### src/rtl/vrp_pkg.sv
package vrp_pkg;

    // Occupancy states of the packer controller
    typedef enum logic [0:0] {
        S_EMPTY   = 1'b0,
        S_PARTIAL = 1'b1
    } vrp_state_e;

    // Accumulator width needed to absorb one full delivery on top of the
    // largest remainder that can be held without emitting a word
    function automatic int vrp_acc_width(input int word_w, input int max_in);
        return word_w + max_in - 1;
    endfunction

endpackage

### src/rtl/vrp_merge.sv
// Places the valid lanes of a delivery directly above the bits already held.
module vrp_merge #(
    parameter int MAX_IN = 3,
    parameter int ACC_W  = 12,
    parameter int CNT_W  = 4,
    parameter int ICW    = 2
) (
    input  logic [ACC_W-1:0]  acc_q,
    input  logic [CNT_W-1:0]  fill_q,
    input  logic              in_vld,
    input  logic [MAX_IN-1:0] in_bits,
    input  logic [ICW-1:0]    in_cnt,
    output logic [ACC_W-1:0]  merged,
    output logic [CNT_W-1:0]  sum,
    output logic              take
);
    logic [ICW-1:0]    eff_cnt;
    logic [MAX_IN-1:0] gated;

    // Clamp a count beyond the lane count to the lane count
    assign eff_cnt = (32'(in_cnt) > MAX_IN) ? ICW'(MAX_IN) : in_cnt;

    // Each lane passes only when its position is below the delivered count
    for (genvar k = 0; k < MAX_IN; k++) begin : g_lane
        assign gated[k] = in_bits[k] & (k < 32'(eff_cnt));
    end

    assign take   = in_vld && (eff_cnt != '0);
    assign merged = take ? (acc_q | (ACC_W'(gated) << fill_q)) : acc_q;
    assign sum    = take ? (fill_q + CNT_W'(eff_cnt)) : fill_q;
endmodule

### src/rtl/vrp_split.sv
// Decides whether a word is complete and separates it from the remainder.
module vrp_split #(
    parameter int WORD_W = 10,
    parameter int ACC_W  = 12,
    parameter int CNT_W  = 4
) (
    input  logic [ACC_W-1:0]  merged,
    input  logic [CNT_W-1:0]  sum,
    output logic              full,
    output logic [WORD_W-1:0] word_nxt,
    output logic [ACC_W-1:0]  rem_acc,
    output logic [CNT_W-1:0]  rem_fill
);
    assign full     = (sum >= CNT_W'(WORD_W));
    assign word_nxt = merged[WORD_W-1:0];
    assign rem_acc  = merged >> WORD_W;
    assign rem_fill = sum - CNT_W'(WORD_W);
endmodule

### src/rtl/vrp_ctrl.sv
// Occupancy state machine plus the accumulator and output registers.
module vrp_ctrl
    import vrp_pkg::*;
#(
    parameter int WORD_W = 10,
    parameter int ACC_W  = 12,
    parameter int CNT_W  = 4
) (
    input  logic              clk,
    input  logic              rst,
    input  logic              take,
    input  logic              full,
    input  logic [ACC_W-1:0]  merged,
    input  logic [CNT_W-1:0]  sum,
    input  logic [WORD_W-1:0] word_nxt,
    input  logic [ACC_W-1:0]  rem_acc,
    input  logic [CNT_W-1:0]  rem_fill,
    output logic [ACC_W-1:0]  acc_q,
    output logic [CNT_W-1:0]  fill_q,
    output logic [WORD_W-1:0] word_q,
    output logic              vld_q,
    output vrp_state_e        state_q
);
    vrp_state_e       state_d;
    logic [CNT_W-1:0] fill_d;
    logic [ACC_W-1:0] acc_d;

    always_comb begin
        if (take && full) begin
            fill_d = rem_fill;
            acc_d  = rem_acc;
        end else begin
            fill_d = sum;
            acc_d  = merged;
        end
    end

    // Next-state: T_FILL and T_DRAIN
    always_comb begin
        unique case (state_q)
            S_EMPTY:   state_d = (take && fill_d != '0) ? S_PARTIAL : S_EMPTY;
            S_PARTIAL: state_d = (take && fill_d == '0) ? S_EMPTY : S_PARTIAL;
            default:   state_d = S_EMPTY;
        endcase
    end

    // State register
    always_ff @(posedge clk) begin
        if (rst) state_q <= S_EMPTY;
        else     state_q <= state_d;
    end

    // Datapath and output registers
    always_ff @(posedge clk) begin
        if (rst) begin
            acc_q  <= '0;
            fill_q <= '0;
            word_q <= '0;
            vld_q  <= 1'b0;
        end else begin
            acc_q  <= acc_d;
            fill_q <= fill_d;
            vld_q  <= take && full;
            if (take && full) word_q <= word_nxt;
        end
    end
endmodule

### src/rtl/vrp_packer.sv
module vrp_packer
    import vrp_pkg::*;
#(
    parameter int WORD_W = 10,
    parameter int MAX_IN = 3
) (
    input  logic                         clk,
    input  logic                         rst,
    input  logic                         in_vld,
    input  logic [$clog2(MAX_IN+1)-1:0]  in_cnt,
    input  logic [MAX_IN-1:0]            in_bits,
    output logic [WORD_W-1:0]            word_o,
    output logic                         word_vld_o
);
    localparam int ACC_W = vrp_acc_width(WORD_W, MAX_IN);
    localparam int CNT_W = $clog2(ACC_W + 1);
    localparam int ICW   = $clog2(MAX_IN + 1);

    logic [ACC_W-1:0]  acc_q, merged, rem_acc;
    logic [CNT_W-1:0]  fill_q, sum, rem_fill;
    logic [WORD_W-1:0] word_nxt;
    logic              take, full;
    vrp_state_e        state_q;

    vrp_merge #(.MAX_IN(MAX_IN), .ACC_W(ACC_W), .CNT_W(CNT_W), .ICW(ICW)) merge_i (
        .acc_q   (acc_q),
        .fill_q  (fill_q),
        .in_vld  (in_vld),
        .in_bits (in_bits),
        .in_cnt  (in_cnt),
        .merged  (merged),
        .sum     (sum),
        .take    (take)
    );

    vrp_split #(.WORD_W(WORD_W), .ACC_W(ACC_W), .CNT_W(CNT_W)) split_i (
        .merged   (merged),
        .sum      (sum),
        .full     (full),
        .word_nxt (word_nxt),
        .rem_acc  (rem_acc),
        .rem_fill (rem_fill)
    );

    vrp_ctrl #(.WORD_W(WORD_W), .ACC_W(ACC_W), .CNT_W(CNT_W)) ctrl_i (
        .clk      (clk),
        .rst      (rst),
        .take     (take),
        .full     (full),
        .merged   (merged),
        .sum      (sum),
        .word_nxt (word_nxt),
        .rem_acc  (rem_acc),
        .rem_fill (rem_fill),
        .acc_q    (acc_q),
        .fill_q   (fill_q),
        .word_q   (word_o),
        .vld_q    (word_vld_o),
        .state_q  (state_q)
    );
endmodule

### config.mk
export PLATFORM = sky130hd
export DESIGN_NAME = vrp_packer
export DESIGN_NICKNAME = d
export VERILOG_FILES = /design/src/rtl/vrp_pkg.sv /design/src/rtl/vrp_merge.sv /design/src/rtl/vrp_split.sv /design/src/rtl/vrp_ctrl.sv /design/src/rtl/vrp_packer.sv
export SDC_FILE = /design/constraint.sdc
export NUM_CORES = 1
export LEC_CHECK = 0
export ABC_CLOCK_PERIOD_IN_PS = 6400
export CAP_MARGIN = 20
export CORE_ASPECT_RATIO = 1.5
export CORE_MARGIN = 10
export CORE_UTILIZATION = 45
export CTS_CLUSTER_SIZE = 24
export DETAILED_ROUTE_END_ITERATION = 8
export GPL_TIMING_DRIVEN = 0
export PLACE_DENSITY = 0.66
export SKIP_CTS_REPAIR_TIMING = 1
export SYNTH_ARGS = -nofsm -noshare
export SYNTH_HDL_FRONTEND = slang
export SYNTH_HIERARCHICAL = 1
export SYNTH_SLANG_ARGS = --single-unit
### constraint.sdc
create_clock -name clk -period 6.4 [get_ports clk]
set_clock_uncertainty 0.05 [all_clocks]
set_input_delay 0.64 -clock clk [delete_from_list [all_inputs] [get_ports clk]]
set_output_delay 0.64 -clock clk [all_outputs]
set_load 0.01 [all_outputs]
==> impl_metrics.json <==
{
  "status": "finished, final reports clean",
  "start_util_pct": 46.4,
  "portBuffers": 17,
  "hold_slack_ns": 0.412,
  "wire_per_inst_um": 13.6,
  "n_fill_cell": 370,
  "fin_tns_setup_ns": 0,
  "first_global_vias": 1336,
  "numCtsBuffers": 3,
  "root_buffer": "clkbuf_8",
  "grt_max_degree": 17,
  "vias_per_cell": 4.87,
  "finalSetupViolCount": 0,
  "num_vias": 1369,
  "ir_worst_vdd_v": 0.0000937,
  "syn_area_per_cell_sq_um": 8.14,
  "final_cell_mix": "54 x nand2_1, 27 x dfxtp_1, 24 x buf_4, 20 x a21oi_2, 17 x clkdlybuf4s50_1",
  "dr.pass1.iters": 4,
  "final_core_util_pct": 54.8,
  "rsz0062_at_grt": "false",
  "die_x_um": 70.1,
  "numClockSinks": 27,
  "worstSetupPathType": "in -> reg",
  "cts_buffer_depth": 2,
  "dpl.hpwl_um": 2880,
  "powerDensity_nw_per_um2": 167,
  "hold_viol_final": 0,
  "place_congestion": 0.926,
  "crit_path_max_fanout": 10,
  "num_rows": 27,
  "ios": 19,
  "finalPower_mw": 0.334,
  "die_area_sq_um": 6670,
  "leakagePower_nw": 0.804,
  "drc": 0,
  "multi_input_area_sq_um": 907,
  "synth_area_sq_um": 1690,
  "drt_iter0_drc": 79,
  "syn_inst": 208,
  "fp.dieH_um": 95.1,
  "core_sq_um": 3650,
  "grt.total_usage_pct": 11.9,
  "antenna_found_initial": 0,
  "insertion_delay_ns": 0.28,
  "drt_wl_total_um": 3830,
  "antenna_left": 0,
  "yosysWarnings": 6,
  "required_ns": 6.56,
  "setup_ws_ns": 3.41,
  "arrival_ns": 3.15,
  "end_kind": "flip-flop",
  "final_common_cell": "nand2_1",
  "maxCapViolations": 0,
  "worst_hold_path_type": "reg -> reg",
  "n_antenna_cell": 0,
  "post-route-period-util_pct": 46.7,
  "period_minus_slack_ns": 2.99,
  "drive_gt1_share_pct": 27.3,
  "place_ws_ns": 3.14,
  "maxSlewViolCount": 0,
  "clk_pin_slew_ns": 0.09,
  "cts_tree": "yes",
  "fmax_mhz": 335,
  "htree_levels": 1,
  "syn_to_final_growth_pct": 18.1,
  "fin_nets": 251,
  "grt_pass1_wl_um": 6540,
  "regArea_sq_um": 541,
  "setup.worst_path.start_class": "input pin",
  "grt.overflow.total": 0
}
-- path summary, 6_finish.rpt --
check,from,endpoint,slack [ns],cells past startpoint
worst max-delay path,in_cnt[0],ctrl_i/word_q[3],3.41,11
worst min-delay path,ctrl_i/word_q[9],ctrl_i/word_q[9],0.41,2
worst max register to register,ctrl_i/fill_q[1],ctrl_i/word_q[3],4.06,9
worst min register to register,ctrl_i/word_q[9],ctrl_i/word_q[9],0.41,2
-- worst max-delay path, cell delays in order --
cell and delay [ns]:
clkdlybuf4s50_1 0.65, ha_1 0.23, inv_1 0.06, fa_1 0.42
o21ai_0 0.31, o21a_1 0.21, and2_1 0.13, buf_4 0.15
buf_6 0.15, nand2_1 0.08, a21oi_2 0.11
-- per-layer routing --
metal,GRT usage (%),routed length (um),up-vias
li1,-,-,731
met1,13.1,1740,616
met2,22.3,1910,18
met3,2.39,143,4
met4,3.47,36,0
met5,0,0,-
-- layout make-up --
class / instances / share of cell area [%]
Buffer: 34 / 12.5
Timing Repair Buffer: 17 / 8.51
Tap cell: 43 / 2.69
Sequential cell: 27 / 27.0
Multi-Input combinational cell: 148 / 45.4
Clock inverter: 1 / 0.375
Clock buffer: 3 / 2.07
Inverter: 8 / 1.50
-- flip-flops by register name (all words and copies together) (netlist names) --
name	count
ctrl_i/vld_q	1
ctrl_i/word_q	10
ctrl_i/acc_q	12
ctrl_i/fill_q	4
-- through the flow --
stage / instances / cell area, sq um
2_1_floorplan: 217 / 1730
3_3_place_gp: 277 / 1950
3_5_place_dp: 277 / 1950
4_1_cts: 281 / 2000
5_1_grt: 281 / 2000
6_report: 281 / 2000
-- power by group --
part | switching [mW] | internal (mW)
sequential | 0.00217 | 0.171
clock | 0.0558 | 0.0442
combinational | 0.0325 | 0.0283
total | 0.0906 | 0.244
(Power assumes the default switching activity.)
